`config.mk`:
```
export PLATFORM = sky130hd
export DESIGN_NAME = eq_ts0_monitor
export DESIGN_NICKNAME = d
export VERILOG_FILES = /design/src/rtl/eqmon_pkg.sv /design/src/rtl/eqmon_phase_track.sv /design/src/rtl/eqmon_rule_eval.sv /design/src/rtl/eqmon_err_report.sv /design/src/rtl/eq_ts0_monitor.sv
export SDC_FILE = /design/constraint.sdc
export NUM_CORES = 1
export LEC_CHECK = 0
export BUFFER_PORTS_ARGS = -buffer_cell sky130_fd_sc_hd__buf_2
export CAP_MARGIN = 5
export CORE_MARGIN = 1.5
export CORE_UTILIZATION = 41
export DETAILED_ROUTE_END_ITERATION = 7
export PLACE_DENSITY = 0.65
export SYNTH_ARGS = -nofsm -noshare
export SYNTH_HDL_FRONTEND = slang
export SYNTH_SLANG_ARGS = --single-unit
```
`constraint.sdc`:
```
create_clock -name clk -period 2.1 [get_ports clk]
set_clock_uncertainty 0.1 [all_clocks]
set_input_delay 0.42 -clock clk [delete_from_list [all_inputs] [get_ports clk]]
set_output_delay 0.42 -clock clk [all_outputs]
set_load 0.005 [all_outputs]
```
`src/rtl/eqmon_pkg.sv`:
```
package eqmon_pkg;
  typedef enum logic [1:0] {
    SET_TS0   = 2'd0,
    SET_TS1   = 2'd1,
    SET_TS2   = 2'd2,
    SET_OTHER = 2'd3
  } set_kind_e;

  localparam int CODE_W  = 3;
  localparam int NUM_ERR = 4;

  typedef logic [CODE_W-1:0]  err_code_t;
  typedef logic [NUM_ERR-1:0] err_vec_t;

  localparam err_code_t ERR_NONE      = 3'd0;
  localparam err_code_t ERR_OUTSIDE   = 3'd1;
  localparam err_code_t ERR_DSP_PHASE = 3'd2;
  localparam err_code_t ERR_ORDER     = 3'd3;
  localparam err_code_t ERR_NO_LEAD   = 3'd4;

  function automatic err_vec_t code_to_vec(input err_code_t code);
    err_vec_t v;
    v = '0;
    for (int i = 0; i < NUM_ERR; i++) begin
      if (int'(code) == i + 1) v[i] = 1'b1;
    end
    return v;
  endfunction
endpackage

```
`src/rtl/eqmon_phase_track.sv`:
```
module eqmon_phase_track #(
  parameter int STATE_W = 5,
  parameter int PHASE_W = 2
) (
  input  logic               clk,
  input  logic               rst,
  input  logic [STATE_W-1:0] state,
  input  logic [PHASE_W-1:0] phase,
  input  logic               role_down,
  input  logic               ev_ts0,
  input  logic               ev_ts1,
  output logic               ts0_seen,
  output logic               ts1_seen
);
  logic [STATE_W-1:0] prev_state;
  logic [PHASE_W-1:0] prev_phase;
  logic               prev_role;
  logic               prev_ok;
  logic               fresh;
  logic               ts0_q, ts1_q;

  // A new context starts whenever any of the three inputs moves.
  always_comb begin
    fresh = !prev_ok || (state != prev_state) ||
            (phase != prev_phase) || (role_down != prev_role);
  end

  assign ts0_seen = fresh ? 1'b0 : ts0_q;
  assign ts1_seen = fresh ? 1'b0 : ts1_q;

  always_ff @(posedge clk) begin
    if (rst) begin
      prev_state <= '0;
      prev_phase <= '0;
      prev_role  <= 1'b0;
      prev_ok    <= 1'b0;
      ts0_q      <= 1'b0;
      ts1_q      <= 1'b0;
    end else begin
      prev_state <= state;
      prev_phase <= phase;
      prev_role  <= role_down;
      prev_ok    <= 1'b1;
      ts0_q      <= ts0_seen | ev_ts0;
      ts1_q      <= ts1_seen | ev_ts1;
    end
  end

  // a context change wipes the tracker as seen on the next cycle
  p_ctx_clear_r7: assert property (@(posedge clk) disable iff (rst)
    (prev_ok && phase != prev_phase && !ev_ts0 && !ev_ts1)
      |=> (!ts0_q && !ts1_q));
endmodule

```
`src/rtl/eqmon_rule_eval.sv`:
```
module eqmon_rule_eval
  import eqmon_pkg::*;
#(
  parameter int PHASE_W      = 2,
  parameter int DSP_TS0_LO   = 1,
  parameter int DSP_TS0_HI   = 2,
  parameter int DSP_LEAD_PH  = 2,
  parameter int USP_LEAD_PH  = 3
) (
  input  logic               in_eq,
  input  logic               role_down,
  input  logic [PHASE_W-1:0] phase,
  input  logic               set_valid,
  input  set_kind_e          kind,
  input  logic               ts0_seen,
  input  logic               ts1_seen,
  output logic               lead_req,
  output logic               err_valid,
  output err_code_t          err_code
);
  localparam logic [PHASE_W-1:0] PH_LO   = PHASE_W'(DSP_TS0_LO);
  localparam logic [PHASE_W-1:0] PH_HI   = PHASE_W'(DSP_TS0_HI);
  localparam logic [PHASE_W-1:0] PH_DLED = PHASE_W'(DSP_LEAD_PH);
  localparam logic [PHASE_W-1:0] PH_ULED = PHASE_W'(USP_LEAD_PH);

  logic dsp_ts0_ok;

  always_comb begin
    dsp_ts0_ok = (phase >= PH_LO) && (phase <= PH_HI);
    lead_req   = in_eq && (role_down ? (phase == PH_DLED) : (phase == PH_ULED));
    err_code   = ERR_NONE;
    if (set_valid) begin
      unique case (kind)
        SET_TS0: begin
          if (!in_eq)                      err_code = ERR_OUTSIDE;
          else if (role_down && !dsp_ts0_ok) err_code = ERR_DSP_PHASE;
          else if (lead_req && ts1_seen)   err_code = ERR_ORDER;
        end
        SET_TS1: begin
          if (lead_req && !ts0_seen && !ts1_seen) err_code = ERR_NO_LEAD;
        end
        default: err_code = ERR_NONE;
      endcase
    end
    err_valid = (err_code != ERR_NONE);
  end

  // TS2 and other sets are never classified as violations
  p_other_quiet_r10: assert final (!(set_valid && (kind == SET_TS2 || kind == SET_OTHER)) || !err_valid);
endmodule

```
`src/rtl/eqmon_err_report.sv`:
```
module eqmon_err_report
  import eqmon_pkg::*;
(
  input  logic      clk,
  input  logic      rst,
  input  logic      err_valid,
  input  err_code_t err_code_in,
  input  logic      clr_sticky,
  output logic      err_pulse,
  output err_code_t err_code,
  output err_vec_t  err_sticky
);
  err_vec_t sticky_base;

  always_comb sticky_base = clr_sticky ? '0 : err_sticky;

  always_ff @(posedge clk) begin
    if (rst) begin
      err_pulse  <= 1'b0;
      err_code   <= ERR_NONE;
      err_sticky <= '0;
    end else begin
      err_pulse  <= err_valid;
      err_code   <= err_valid ? err_code_in : ERR_NONE;
      err_sticky <= sticky_base | (err_valid ? code_to_vec(err_code_in) : '0);
    end
  end

  // sticky record holds when nothing sets or clears it
  p_sticky_hold_r9: assert property (@(posedge clk) disable iff (rst)
    (!clr_sticky && !err_valid) |=> $stable(err_sticky));
  // idle code is zero
  p_idle_code_r8: assert property (@(posedge clk) disable iff (rst)
    !err_pulse |-> (err_code == ERR_NONE));
endmodule

```
`src/rtl/eq_ts0_monitor.sv`:
```
module eq_ts0_monitor
  import eqmon_pkg::*;
#(
  parameter int               STATE_W     = 5,
  parameter int               PHASE_W     = 2,
  parameter logic [STATE_W-1:0] EQ_STATE  = 5'd11,
  parameter int               DSP_TS0_LO  = 1,
  parameter int               DSP_TS0_HI  = 2,
  parameter int               DSP_LEAD_PH = 2,
  parameter int               USP_LEAD_PH = 3
) (
  input  logic               clk,
  input  logic               rst,
  input  logic [STATE_W-1:0] state,
  input  logic [PHASE_W-1:0] phase,
  input  logic               role_down,
  input  logic               set_valid,
  input  logic [1:0]         set_type,
  input  logic               clr_sticky,
  output logic               err_pulse,
  output logic [2:0]         err_code,
  output logic [3:0]         err_sticky
);
  set_kind_e kind;
  logic      in_eq, ev_ts0, ev_ts1;
  logic      ts0_seen, ts1_seen, lead_req, rule_err;
  err_code_t rule_code;

  always_comb begin
    kind   = set_kind_e'(set_type);
    in_eq  = (state == EQ_STATE);
    ev_ts0 = set_valid && (kind == SET_TS0);
    ev_ts1 = set_valid && (kind == SET_TS1);
  end

  eqmon_phase_track #(.STATE_W(STATE_W), .PHASE_W(PHASE_W)) u_track (
    .clk(clk), .rst(rst), .state(state), .phase(phase), .role_down(role_down),
    .ev_ts0(ev_ts0), .ev_ts1(ev_ts1), .ts0_seen(ts0_seen), .ts1_seen(ts1_seen)
  );

  eqmon_rule_eval #(
    .PHASE_W(PHASE_W), .DSP_TS0_LO(DSP_TS0_LO), .DSP_TS0_HI(DSP_TS0_HI),
    .DSP_LEAD_PH(DSP_LEAD_PH), .USP_LEAD_PH(USP_LEAD_PH)
  ) u_rules (
    .in_eq(in_eq), .role_down(role_down), .phase(phase), .set_valid(set_valid),
    .kind(kind), .ts0_seen(ts0_seen), .ts1_seen(ts1_seen),
    .lead_req(lead_req), .err_valid(rule_err), .err_code(rule_code)
  );

  eqmon_err_report u_report (
    .clk(clk), .rst(rst), .err_valid(rule_err), .err_code_in(rule_code),
    .clr_sticky(clr_sticky), .err_pulse(err_pulse), .err_code(err_code),
    .err_sticky(err_sticky)
  );

  // TS0 outside equalization reported with code 1
  p_outside_eq_r1: assert property (@(posedge clk) disable iff (rst)
    (set_valid && set_type == 2'd0 && state != EQ_STATE)
      |=> (err_pulse && err_code == 3'd1));
  // downstream TS0 in phase 3 reported with code 2
  p_dsp_ph3_r2: assert property (@(posedge clk) disable iff (rst)
    (set_valid && set_type == 2'd0 && state == EQ_STATE && role_down && phase == 2'd3)
      |=> (err_pulse && err_code == 3'd2));
  // upstream TS0 outside its lead phase never flagged
  p_usp_free_r3: assert property (@(posedge clk) disable iff (rst)
    (set_valid && set_type == 2'd0 && state == EQ_STATE && !role_down && !lead_req)
      |=> !err_pulse);
  // no pulse without an indication one cycle earlier
  p_pulse_cause_r8: assert property (@(posedge clk) disable iff (rst)
    err_pulse |-> $past(set_valid));
endmodule

```
Word-level counts from Yosys, hierarchy flattened
Cells that the tools add are included.
{"block": "classes", "order_cmp": 2, "eq_ne": 11, "muxes": 20, "n_bitwise": 4, "reduce_logical": 18}
{"op": "$mux 1", "count": 12}
{"op": "$mux 3", "count": 4}
{"op": "$eq 3x3->1 const B", "count": 3}
{"op": "$logic_and 1x1->1", "count": 8}
{"op": "$mux 4", "count": 2}
{"op": "$pmux 3 s2", "count": 1}
{"op": "$eq 5x4->1 const B", "count": 1}
{"op": "$ne 5x5->1", "count": 1}
{"op": "$eq 2x2->1 const B", "count": 2}
{"op": "$logic_not 1->1", "count": 4}
{"op": "$or 4x4->4", "count": 1}
{"op": "$eq 3x2->1 const B", "count": 1}
{"op": "$logic_or 1x1->1", "count": 3}
{"op": "$reduce_bool 3->1", "count": 1}
{"op": "$eq 2x1->1 const B", "count": 1}
{"op": "$ge 2x1->1 const B", "count": 1}
{"op": "$le 2x2->1 const B", "count": 1}
{"op": "$logic_not 2->1", "count": 1}
{"op": "$mux 2", "count": 1}
{"op": "$ne 2x2->1", "count": 1}
{"op": "$or 1x1->1", "count": 2}
{"op": "$reduce_or 2->1", "count": 1}
{"op": "$ne 1x1->1", "count": 1}
{"op": "$not 1->1", "count": 1}
{"block": "word_totals", "regBits": 19, "inputBits": 14}

Depth between registers and ports, before layout
Gate-level depths: netlist of the first run.
{"block": "depth", "depth_word": 16, "depth_mapped": 6, "depth_no_buf": 6}

Hierarchy
A second synthesis of the first run with hierarchy kept.
{"block": "unflattened", "hier_cells": 85, "area_unflattened_um2": 884.6}
{"module": "eqmon_phase_track", "n_inst": 1, "cells_per_inst": 39, "area_each_um2": 419.2, "seq_area_each_um2": 220.2}
{"module": "eqmon_err_report", "n_inst": 1, "cells_per_inst": 24, "area_each_um2": 279.0, "seq_area_each_um2": 160.2}
{"module": "eqmon_rule_eval", "n_inst": 1, "cells_per_inst": 18, "area_each_um2": 157.7, "seq_area_each_um2": 0.0}
{"module": "eq_ts0_monitor", "n_inst": 1, "cells_per_inst": 4, "area_each_um2": 28.8, "seq_area_each_um2": 0.0}

Worst setup path after synthesis of the first run
No wires, ideal clock.
{"block": "synth_timing", "path_kind": "input -> register", "startpoint": "in phase[0]", "endpoint": "reg u_report.err_pulse", "setup_time_ps": 75, "arrival_time_ps": 1569, "setup_slack_ps": 356, "stages": 6, "path_cell_list": "inv_1 -> ha_1 -> mux2_1 -> or4b_1 -> a311o_1 -> o211ai_2"}
{"block": "synth_via", "elab_chain_len": 11}
{"item": "start: declaration", "line": "eq_ts0_monitor.sv:15", "text": "input logic [PHASE_W-1:0] phase,"}
{"item": "$ne 2x2->1", "line": "eqmon_phase_track.sv:25", "text": "(phase != prev_phase) || (role_down != prev_role);"}
{"item": "$logic_or 1x1->1", "line": "eqmon_phase_track.sv:24", "text": "fresh = !prev_ok || (state != prev_state) ||"}
{"item": "$logic_or 1x1->1", "line": "eqmon_phase_track.sv:25"}
{"item": "$mux 1 (on tied branches)", "line": "eqmon_phase_track.sv:29, eqmon_phase_track.sv:28"}
{"item": "$logic_and 1x1->1 or $logic_not 1->1 (tied branches)", "line": "eqmon_rule_eval.sv:37, eqmon_rule_eval.sv:40"}
{"item": "$mux 2 or $logic_and 1x1->1 (tied branches)", "line": "eqmon_rule_eval.sv:37, eqmon_rule_eval.sv:40"}
{"item": "$mux 3 or $logic_and 1x1->1 (tied branches)", "line": "eqmon_rule_eval.sv:36, eqmon_rule_eval.sv:40"}
{"item": "$mux 3 (on tied branches)", "line": "eqmon_rule_eval.sv:35, eqmon_rule_eval.sv:40"}
{"item": "$pmux 3 s2 *", "line": "eqmon_rule_eval.sv:33", "text": "unique case (kind)"}
{"item": "$mux 3 *", "line": "eqmon_rule_eval.sv:32", "text": "if (set_valid) begin"}
{"item": "$reduce_bool 3->1 *", "line": "eqmon_rule_eval.sv:45", "text": "err_valid = (err_code != ERR_NONE);"}
{"item": "end signal: assignment", "line": "eqmon_err_report.sv:23", "text": "err_pulse <= err_valid;"}
{"item": "end: declaration", "line": "eqmon_err_report.sv:9", "text": "output logic err_pulse,"}
Mark *: on every way between the ends. The rest lies on a longest branch, timed or not.
A chain may end at the register's enable or synchronous reset.

Worst setup path in the final report of the first run
Ends and elaborated chain as after synthesis.

==> results.md, run 1 <==
- Initial antenna violation count: 0
- Number of global-route vias before repair: 606
- First-pass GRT wire length: 2.47 mm
- FMAX: 605 MHz
- Clk buf depth: 2
- Area occupied by multi-input gates: 397 um^2
- Clock latency on the worst-skew pair: 0.29 ns
- Post-synth EDFFs: 0
- Maximum vdd ir drop: 332 uV
- RSZ-0062 raised after global routing: false
- FFs w/ async S/R, synth: 0
- First drt pass iteration count: 2
- Area Growth Syn to Fin: 21.0%
- Die height: around 47 um
- Resized cells post-CTS: 0
- Slew Limit Fails: 0
- CTS tree: done
- Leakage power: 0.000437 uW
- Layout fillers: 191
- Synth unique cells: 27
- DR iter-0 viols: 3
- I/O Buffers: 21
- Die area: 2200 um^2
- Cells after Synth: between 80 and 90
- Seq/Total Area, Yosys: 0.480
- YS warnings: 0
- CTS Hold Buffers Added: 0
- Peak fanout along the critical path: 3
- # IOs: 22
- Final core occ: 0.543
- Post-layout nets: 126
- Setup crit end kind: flip-flop
- Outcome: completed
- Endpoints failing setup: 0
- Crit path kind: input pin to flip-flop
- Power per cell area: 651 nW/um^2
- Rows: 15
- Tcrit/Tclk final: 0.787
- Final Critical Period: 1.65 ns
- Via density per instance: 4.72
- GRT Total Usage: 0.164
- Post-DRT Antenna Nets: 0
- Final TNS setup: 0 ns
- Max_cap viols: 0
- Wire length per cell: roughly 11 um
- Die X: around 47 um
- Tightest Pin Transition: roughly 0.42 ns
- CTS Buf Count: 3
- Syn nets: 100
- Slew headroom: 0.716
- Tot Pwr: 624 uW
- Top_reg_cell synth: dfxtp_1
- Initial core utilization: 0.449
- CP required: 2.22 ns
- Syn Area/Cell: 9.43 um^2
- Via Count: 633
- Core area: 1760 um^2
- Share of layout cells above drive strength 1: 0.257
- Register area: 380 um^2
- WP data arrival: 1.78 ns
- Post-CTS setup buffer count: 0
- Final HPWL DP: 1.15 mm
- Netlist area before placement: 792 um^2
- Clock slew seen by the registers of the worst setup and hold paths: ~0.10 ns
- WL final: 1.45 mm
- Residual DRC count: 0
- Global route overflow: 0
- Root Driver: clkbuf_4
- R2R cell count: 5
- Worst hold stages: 2
- Gp weighted congestion: ~0.82
- CTS sink count: 19
- Hold crit path type: input pin to flip-flop
- ANT cells: 0
- Seq cells post-synth: 19
- Final Hold Viols: 0
- H-tree Lvls: 1
- CP startpoint kind: input pin
- Largest net degree at the start of global routing: 17
layer usage:
layer | up-vias | routed length (um) | GRT usage
li1 | 336 | - | -
met1 | 281 | 685 | 0.198
met2 | 14 | 685 | 0.266
met3 | 2 | 57 | 0.0346
met4 | 0 | 19 | 0.100
met5 | - | 0 | 0
report_power, final:
part / switching (uW) / total (uW) / leakage (uW) / internal [uW]
registers: 4.66 / 377 / 0.000156 / 372
logic: 37.5 / 69.9 / 0.000266 / 32.4
clock network: 103 / 177 / 0.0000150 / 73.7
total: 145 / 624 / 0.000437 / 478
layout make-up:
cell class                 instances  share of cell area
timing repair buffer              22               0.117
inverter                           3              0.0117
multi-input combinational         61               0.414
clock buffer                       4              0.0274
sequential                        19               0.397
tap                               25              0.0326
through the flow:
stage / hold WS (ns) / instances / setup WS [ns] / cell area [um^2]
final: 0.279 / 134 / 0.447 / 958
after global routing: 0.283 / 134 / 0.341 / 958
after CTS: 0.270 / 134 / 0.446 / 958
after detailed placement: 0.331 / 130 / 0.147 / 932
after global placement: 0.339 / 130 / 0.191 / 932
after floorplan: 0.335 / 84 / 0.356 / 792
sequential cells by signal, indices dropped and copies added, names as in the netlist:
name	cells
u_report.err_code	3
u_report.err_pulse	1
u_report.err_sticky	4
u_track.prev_ok	1
u_track.prev_phase	2
u_track.prev_role	1
u_track.prev_state	5
u_track.ts0_q	1
u_track.ts1_q	1
critical path: stages:
cell and delay [ns]:
buf_2 0.12, inv_1 0.07, ha_1 0.14, mux2_1 0.14, or4b_1 0.43, a311o_1 0.38
o211ai_2 0.08
placed cells by master (no fill, tap or decap), drive strengths merged:
cell type | synthesis | layout
o21ai | 2 | 2
nor2 | 6 | 6
a311o | 1 | 1
nand2b | 2 | 2
or2 | 1 | 1
inv | 3 | 3
nor2b | 8 | 8
ha | 2 | 2
clkbuf | 1 | 4
xor2 | 7 | 7
buf | 0 | 22
nor4 | 2 | 2
nand4 | 4 | 4
dfxtp | 19 | 19
o211ai | 1 | 1
xnor2 | 1 | 1
nand3b | 2 | 2
or4b | 1 | 1
nand2 | 6 | 6
nor3b | 1 | 1
a21oi | 6 | 6
and2 | 3 | 3
nand3 | 1 | 1
nor3 | 1 | 1
mux2 | 1 | 1
or3b | 1 | 1
and3 | 1 | 1
path summary, 6_finish.rpt:
path / start / to / slack [ns]
hold / removal: state[2] / u_track.prev_state[2] / 0.28
setup reg to reg: u_track.prev_state[2] / u_report.err_pulse / 0.65
hold reg to reg: u_report.err_sticky[3] / u_report.err_sticky[3] / 0.35
setup / recovery: phase[0] / u_report.err_pulse / 0.45
kinds of logic after synthesis:
kind of cell,after synthesis,synth area share
xor gates and xnor gates,8,0.0885
AOI/OAI and AO/OA,10,0.0790
DFF,19,0.480
buffers and inverters,4,0.0190
adders and majority gates,2,0.0316
muxes,1,0.0142
and+or+nand+nor,40,0.288
cell usage after synthesis, types with 2 or more instances:
library cell | count | area (um^2)
dfxtp_1 | 19 | 380
nor2b_1 | 8 | 50.1
xor2_1 | 7 | 61.3
a21oi_1 | 6 | 30.0
nand2_1 | 6 | 22.5
nor2_1 | 6 | 22.5
nand4_1 | 4 | 25.0
inv_1 | 3 | 11.3
and2_1 | 2 | 12.5
ha_1 | 2 | 25.0
nand2b_1 | 2 | 12.5
nand3b_1 | 2 | 15.0
nor4_1 | 2 | 12.5
o21ai_0 | 2 | 10.0
(Power assumes the default switching activity.)
==> inputs of run 2 (changes only) <==
Settings changed: ABC_AREA from default to 1, PLACE_DENSITY 0.65 to default.
Clock period 2.1 ns to 1.6 ns, I/O delays scaled along.
==> results.md, run 2 <==
- Worst-path cell chain: nand2_1, nand2_1, nor2_1, nand2_1, nor2_2, and2_4, nand2_4, nand3_4, nand3_2, nand2_2, nor2_1 (was buf_2, inv_1, ha_1, mux2_1, or4b_1, a311o_1, o211ai_2)
- CTS Buf Count: 3 (unchanged)
- Post-synth top area share: 0.415 (was 0.480)
- Post-synth EDFFs: 0 (unchanged)
- CTS Hold Buffers Added: 0 (unchanged)
- First drt pass iteration count: 4 (was 2)
- Number of global-route vias before repair: 758 (was 606)
- Final HPWL DP: 1.51 mm (was 1.15 mm)
- WHS: 0.155 ns (was 0.279 ns)
- Final TNS setup: 0 ns (unchanged)
- Wire length per cell: 9.82 um (was 10.8 um)
- Crit path kind: flip-flop to flip-flop (was input pin to flip-flop)
- Clock latency on the worst-skew pair: 0.30 ns (was 0.29 ns)
- FMAX: roughly 650 MHz
- RSZ-0062 raised after global routing: true (was false)
- Post-layout nets: 187 (was 126)
- Final Hold Viols: 0 (unchanged)
- Final Critical Period: 1.53 ns
- Most common cell in the netlist: nand2_1 (was dfxtp_1)
- Top flop regs: u_track.prev_state (5), u_report.err_sticky (4), u_report.err_code (3) (unchanged)
- CP startpoint kind: flip-flop (was input pin)
- # IOs: 22 (unchanged)
- Pre-CTS setup slack: -0.129 ns (was 0.147 ns)
- Reg2Reg Setup Slack: 0.07 ns (was 0.65 ns)
- Core area: 2040 um^2 (was 1760 um^2)
- WP data arrival: 1.64 ns (was 1.78 ns)
- Layout fillers: 217 (was 191)
- Most frequent cells in the layout: nand2_1 (36), buf_2 (21), inv_1 (20) (was buf_2 (21), dfxtp_1 (19), nor2b_1 (8))
- Top reg by flops: u_track.prev_state (unchanged)
- Top cells by area, synth: dfxtp_1 (42%), nand2_1 (16%), inv_1 (8.6%) (was dfxtp_1 (48%), xor2_1 (7.7%), nor2b_1 (6.3%))
- Setup WS post-layout: 0.0690 ns (was 0.447 ns)
- Maximum vdd ir drop: 475 uV (was 332 uV)
- Die X: 50.3 um (was 47.0 um)
- ANT cells: 0 (unchanged)
- H-tree Lvls: 1 (unchanged)
- Global route overflow: 0 (unchanged)
- Max reg flops: 5 (unchanged)
- CTS sink count: 19 (unchanged)
- Rows: 16 (was 15)
- FFs w/ async S/R, synth: 0 (unchanged)
- DR iter-0 viols: 16 (was 3)
- CP max-delay cell: dfxtp_1 (was or4b_1)
- Hold crit path type: input pin to flip-flop (unchanged)
- Via density per instance: 4.54 (was 4.72)
- Slew Limit Fails: 0 (unchanged)
- CP dominant cell by count: nand2_1
- Commonest cells in the netlist: nand2_1 (38), inv_1 (21), dfxtp_1 (19), nor2_1 (19), a21oi_1 (6) (was dfxtp_1 (19), nor2b_1 (8), xor2_1 (7))
- Cells after Synth: 136 (was 84)
- YS warnings: 0 (unchanged)
- Via Count: 894 (was 633)
- CTS tree: done (unchanged)
- Gp weighted congestion: 0.786 (was 0.824)
- Peak fanout along the critical path: 3 (unchanged)
- Synth unique cells: 17 (was 27)
- Leakage power: 0.000668 uW (was 0.000437 uW)
- Area Growth Syn to Fin: 29.4% (was 21.0%)
- Power per cell area: 736 nW/um^2 (was 651 nW/um^2)
- Worst path max stage delay: 0.33 ns (was 0.43 ns)
- Root Driver: clkbuf_4 (unchanged)
- Tcrit/Tclk final: 0.957
- CP required: 1.71 ns (was 2.22 ns)
- Die height: 50.3 um (was 47.0 um)
- Endpoints failing setup: 0 (unchanged)
- Top_reg_cell synth: dfxtp_1 (unchanged)
- Seq cells post-synth: 19 (unchanged)
- Commonest non-fill, non-tap cell in the layout: nand2_1 (was buf_2)
- Critical path's top delay family: simple AND/OR/NAND/NOR gates (was compound AO/OA/AOI/OAI gates)
- Tightest Pin Transition: 0.223 ns (was 0.423 ns)
- Share of layout cells above drive strength 1: 0.371 (was 0.257)
- Tot Pwr: 872 uW (was 624 uW)
- First-pass GRT wire length: 3.13 mm (was 2.47 mm)
- Initial core utilization: 0.449 (about the same)
- Clock slew seen by the registers of the worst setup and hold paths: 0.12 ns (was 0.10 ns)
- Largest net degree at the start of global routing: 12 (was 17)
- Max_cap viols: 0 (unchanged)
- Residual DRC count: 0 (unchanged)
- Syn nets: 152 (was 100)
- Final core occ: 0.580 (was 0.543)
- GRT Total Usage: 0.165 (was 0.164)
- Initial antenna violation count: 0 (unchanged)
- Die area: 2530 um^2 (was 2200 um^2)
- I/O Buffers: 21 (unchanged)
- Slew headroom: 0.851 (was 0.716)
- Seq/Total Area, Yosys: 0.415 (was 0.480)
- Setup crit end kind: flip-flop (unchanged)
- Syn Area/Cell: 6.73 um^2 (was 9.43 um^2)
- CP bufs+invs: 0 (was 2)
- Post-DRT Antenna Nets: 0 (unchanged)
- WL final: 1.94 mm (was 1.45 mm)
- Clk buf depth: 2 (unchanged)
- Outcome: completed (unchanged)
- Netlist area before placement: 916 um^2 (was 792 um^2)
- Post-synth top area cell: dfxtp_1 (unchanged)
-- run 2: stage by stage --
| step | cell area, um^2 | instances |
|---|---|---|
| 5_1_grt | 1180 | 197 |
| 6_report | 1180 | 197 |
| 4_1_cts | 1140 | 195 |
| 3_5_place_dp | 1110 | 191 |
| 2_1_floorplan | 916 | 136 |
| 3_3_place_gp | 1110 | 191 |
-- run 2: worst min-delay path, stage by stage --
cell,delay [ns]
buf_2,0.12
inv_1,0.06
nor2_1,0.04
-- run 2: final timing paths --
path	end	cells past startpoint	start
worst max-delay path	u_report.err_code[0]	11	u_track.prev_role
worst min-delay path	u_track.prev_state[1]	3	state[1]
worst max register to register	u_report.err_code[0]	11	u_track.prev_role
worst min register to register	u_report.err_sticky[0]	2	u_report.err_sticky[0]
-- run 2: area by class of cell --
type | instances | area [um^2] | share of cell area
inverter | 26 | 97.6 | 0.0824
clock inverter | 1 | 5.00 | 0.00422
multi-input combinational | 90 | 459 | 0.388
tap | 27 | 33.8 | 0.0285
timing repair buffer | 31 | 180 | 0.152
clock buffer | 3 | 22.5 | 0.0190
sequential | 19 | 387 | 0.326
-- run 2: kinds of logic (layout without fill, tap and decap cells) --
group | Yosys count | count (layout) | share of synthesized area
AND/OR/NAND/NOR | 80 | 80 | 0.403
AO/OA/AOI/OAI | 8 | 8 | 0.0437
flip-flops | 19 | 19 | 0.415
buffers and inverters | 27 | 61 | 0.111
adder cells (fa/ha/maj) | 2 | 2 | 0.0273
-- run 2: repair_timing --
item / CTS / global route
endpoints found under the setup margin: 0 / 3
resized for setup: 0 / 12
setup buffers: 0 / 2
endpoints found under the hold margin: 0 / 0
-- run 2: where the power goes --
group,leakage [uW],internal (uW),switching [uW],total [uW]
clock network,0.0000177,93.2,159,252
logic,0.000493,48.9,72.4,121
registers,0.000157,490,8.73,498
-- run 2: per-layer routing --
metal,vias to the layer above,share of wire,GRT usage
met4,0,0.014,0.0694
li1,477,-,-
met2,16,0.47,0.274
met1,397,0.48,0.205
met3,4,0.035,0.0357
met5,-,0,0
==> inputs of run 3 (changes only) <==
Settings changed: PLACE_DENSITY from default to 0.66.
Clock period 1.6 ns to 1.3 ns, I/O delays scaled along.
==> results.md, run 3 (synthesized netlist as in run 2, its figures left out) <==
- Outcome: finished with violations (was completed)
- Failing checks: negative setup slack
- DR iter-0 viols: 12 (was 16)
- R2r endpoint: u_report.err_code[0] (unchanged)
- Clock latency on the worst-skew pair: 0.31 ns (was 0.30 ns)
- Clk pwr share: 0.275 (was 0.289)
- FMAX: 664 MHz (was 653 MHz)
- Top flop regs: u_track.prev_state (5), u_report.err_sticky (4), u_report.err_code (3) (unchanged)
- Critical Path Sink: u_report.err_code[0] (unchanged)
- Via density per instance: 4.36 (was 4.54)
- Reg2Reg Setup Slack: -0.21 ns (was 0.07 ns)
- Layout fillers: 196 (was 217)
- CP startpoint kind: flip-flop (unchanged)
- Slew headroom: 0.886 (was 0.851)
- Final TNS setup: -1.08 ns (was 0 ns)
- Endpoints failing setup: 8 (was 0)
- Final Hold Viols: 0 (unchanged)
- Die X: 50.3 um (unchanged)
- Crit path kind: flip-flop to flip-flop (unchanged)
- Setup crit end kind: flip-flop (unchanged)
- Crit. path cell count: 12 (was 11)
- Tightest Pin Transition: 0.170 ns (was 0.223 ns)
- Wire length per cell: 10.2 um (was 9.82 um)
- Tot Pwr: 1110 uW (was 872 uW)
- Root Driver: clkbuf_4 (unchanged)
- CP required: 1.41 ns (was 1.71 ns)
- Peak fanout along the critical path: 3 (unchanged)
- Combinational group share of total power: 0.173 (was 0.139)
- WP data arrival: 1.62 ns (was 1.64 ns)
- Area Growth Syn to Fin: 43.7% (was 29.4%)
- Register area: 389 um^2 (was 387 um^2)
- WL final: 2.11 mm (was 1.94 mm)
- Worst R2R Start: u_track.prev_state[0] (was u_track.prev_role)
- Rows: 16 (unchanged)
- Die height: 50.3 um (unchanged)
- CP bufs+invs: 1 (was 0)
- Final Critical Period: 1.51 ns (was 1.53 ns)
- Die area: 2530 um^2 (unchanged)
- Initial core utilization: 0.449 (unchanged)
- CP max-delay cell: dfxtp_2 (was dfxtp_1)
- R2R cell count: 12 (was 11)
- Number of global-route vias before repair: 902 (was 758)
- Leakage power: 0.000725 uW (was 0.000668 uW)
- CTS tree: done (unchanged)
- I/O Buffers: 21 (unchanged)
- Commonest non-fill, non-tap cell in the layout: nand2_1 (unchanged)
- Switching part of the total: 0.275 (about the same)
- Initial antenna violation count: 0 (unchanged)
- Worst-path cell chain: inv_2, nand2_2, nand2_2, nor2_2, nand2_1, nor2_2, and2_4, nand2_4, nand3_4, nand3_2, nand2_2, nor2_2 (was nand2_1, nand2_1, nor2_1, nand2_1, nor2_2, and2_4, nand2_4, nand3_4, nand3_2, nand2_2, nor2_1)
- Register share of total power: 0.552 (was 0.572)
- Worst path max stage delay: 0.36 ns (was 0.33 ns)
- Hold crit path type: input pin to flip-flop (unchanged)
- Power per cell area: 846 nW/um^2 (was 736 nW/um^2)
- H-tree Lvls: 1 (unchanged)
- Global route overflow: 0 (unchanged)
- Gp weighted congestion: 0.822 (was 0.786)
- Post-layout nets: 198 (was 187)
- Via Count: 906 (was 894)
- CTS Buf Count: 3 (unchanged)
- ANT cells: 0 (unchanged)
- Clock slew seen by the registers of the worst setup and hold paths: 0.11 ns (was 0.12 ns)
- Critical path's top delay family: simple AND/OR/NAND/NOR gates (unchanged)
- Area occupied by multi-input gates: 502 um^2 (was 459 um^2)
- CTS sink count: 19 (unchanged)
- RSZ-0062 raised after global routing: true (unchanged)
- Final HPWL DP: 1.63 mm (was 1.51 mm)
- GRT Total Usage: 0.187 (was 0.165)
- Post-DRT Antenna Nets: 0 (unchanged)
- Max reg flops: 5 (unchanged)
- Int Pwr: 807 uW (was 632 uW)
- Residual DRC count: 0 (unchanged)
- Core area: 2040 um^2 (unchanged)
- # IOs: 22 (unchanged)
- First drt pass iteration count: 2 (was 4)
- Top reg by flops: u_track.prev_state (unchanged)
- First-pass GRT wire length: 3.57 mm (was 3.13 mm)
- Max_cap viols: 0 (unchanged)
- Setup WS post-layout: -0.207 ns (was 0.0690 ns)
- Clk buf depth: 2 (unchanged)
- Share of layout cells above drive strength 1: 0.508 (was 0.371)
- Slew Limit Fails: 0 (unchanged)
- Setup crit start: u_track.prev_state[0] (was u_track.prev_role)
- Most frequent cells in the layout: nand2_1 (29), buf_2 (21), buf_4 (20) (was nand2_1 (36), buf_2 (21), inv_1 (20))
- Tcrit/Tclk final: 1.16 (was 0.957)
- Switching power: 307 uW (was 240 uW)
- Maximum vdd ir drop: 569 uV (was 475 uV)
- Largest net degree at the start of global routing: 12 (unchanged)
- CTS Hold Buffers Added: 0 (unchanged)
-- run 3: timing repair --
item / 4_1_cts / 5_1_grt
pin swaps: 16 / 11
buffers inserted: 1 / 0
setup endpoints to repair: 8 / 8
resized for setup: 12 / 14
-- run 3: through the flow --
| step | setup WS (ns) | instances | hold slack (ns) | utilization | area (um^2) |
|---|---|---|---|---|---|
| 6_report | -0.207 | 208 | 0.104 | 0.645 | 1320 |
| 4_1_cts | -0.166 | 208 | 0.104 | 0.628 | 1280 |
| 3_3_place_gp | -0.264 | 203 | 0.354 | 0.594 | 1210 |
| 5_1_grt | -0.316 | 208 | 0.107 | 0.645 | 1320 |
| 2_1_floorplan | -0.0642 | 136 | 0.229 | - | 928 |
| 3_5_place_dp | -0.310 | 203 | 0.360 | 0.594 | 1210 |
-- run 3: power groups by stage --
stage               registers (uW)  logic (uW)  clock network [uW]
detailed placement             626         180                   0
CTS                            614         187                 312
finish                         615         192                 306
floorplan                      624        92.2                   0
global route                   618         217                 342
global placement               625         174                   0
-- run 3: area by class of cell --
cell class | instances | share of cell area
clock buffer | 3 | 0.0171
clock inverter | 1 | 0.00380
inverter | 26 | 0.0741
multi-input combinational | 90 | 0.381
sequential | 19 | 0.296
tap | 27 | 0.0257
timing repair buffer | 42 | 0.202
-- run 3: worst min-delay path: cells and delay by family --
| family | cells | cell delay, ns |
|---|---|---|
| buffers and inverters | 2 | 0.16 |
| AND/OR/NAND/NOR | 1 | 0.07 |
-- run 3: layer usage --
metal / GRT usage / share of wire / up-vias
li1: - / - / 500
met1: 0.231 / 0.48 / 385
met2: 0.303 / 0.48 / 16
met3: 0.0387 / 0.029 / 5
met4: 0.102 / 0.017 / 0
met5: 0 / 0 / -
-- run 3: worst min-delay path by stage --
stage                           start  slack (ns)  cells after the start                     end
2_1_floorplan                     rst        0.23                      1  u_report.err_sticky[0]
3_3_place_gp   u_report.err_sticky[2]        0.35                      2  u_report.err_sticky[2]
3_5_place_dp   u_report.err_sticky[2]        0.36                      2  u_report.err_sticky[2]
4_1_cts                      phase[0]        0.10                      3   u_track.prev_phase[0]
5_1_grt                           rst        0.11                      2   u_track.prev_state[0]
6_report                     phase[0]        0.10                      3   u_track.prev_phase[0]
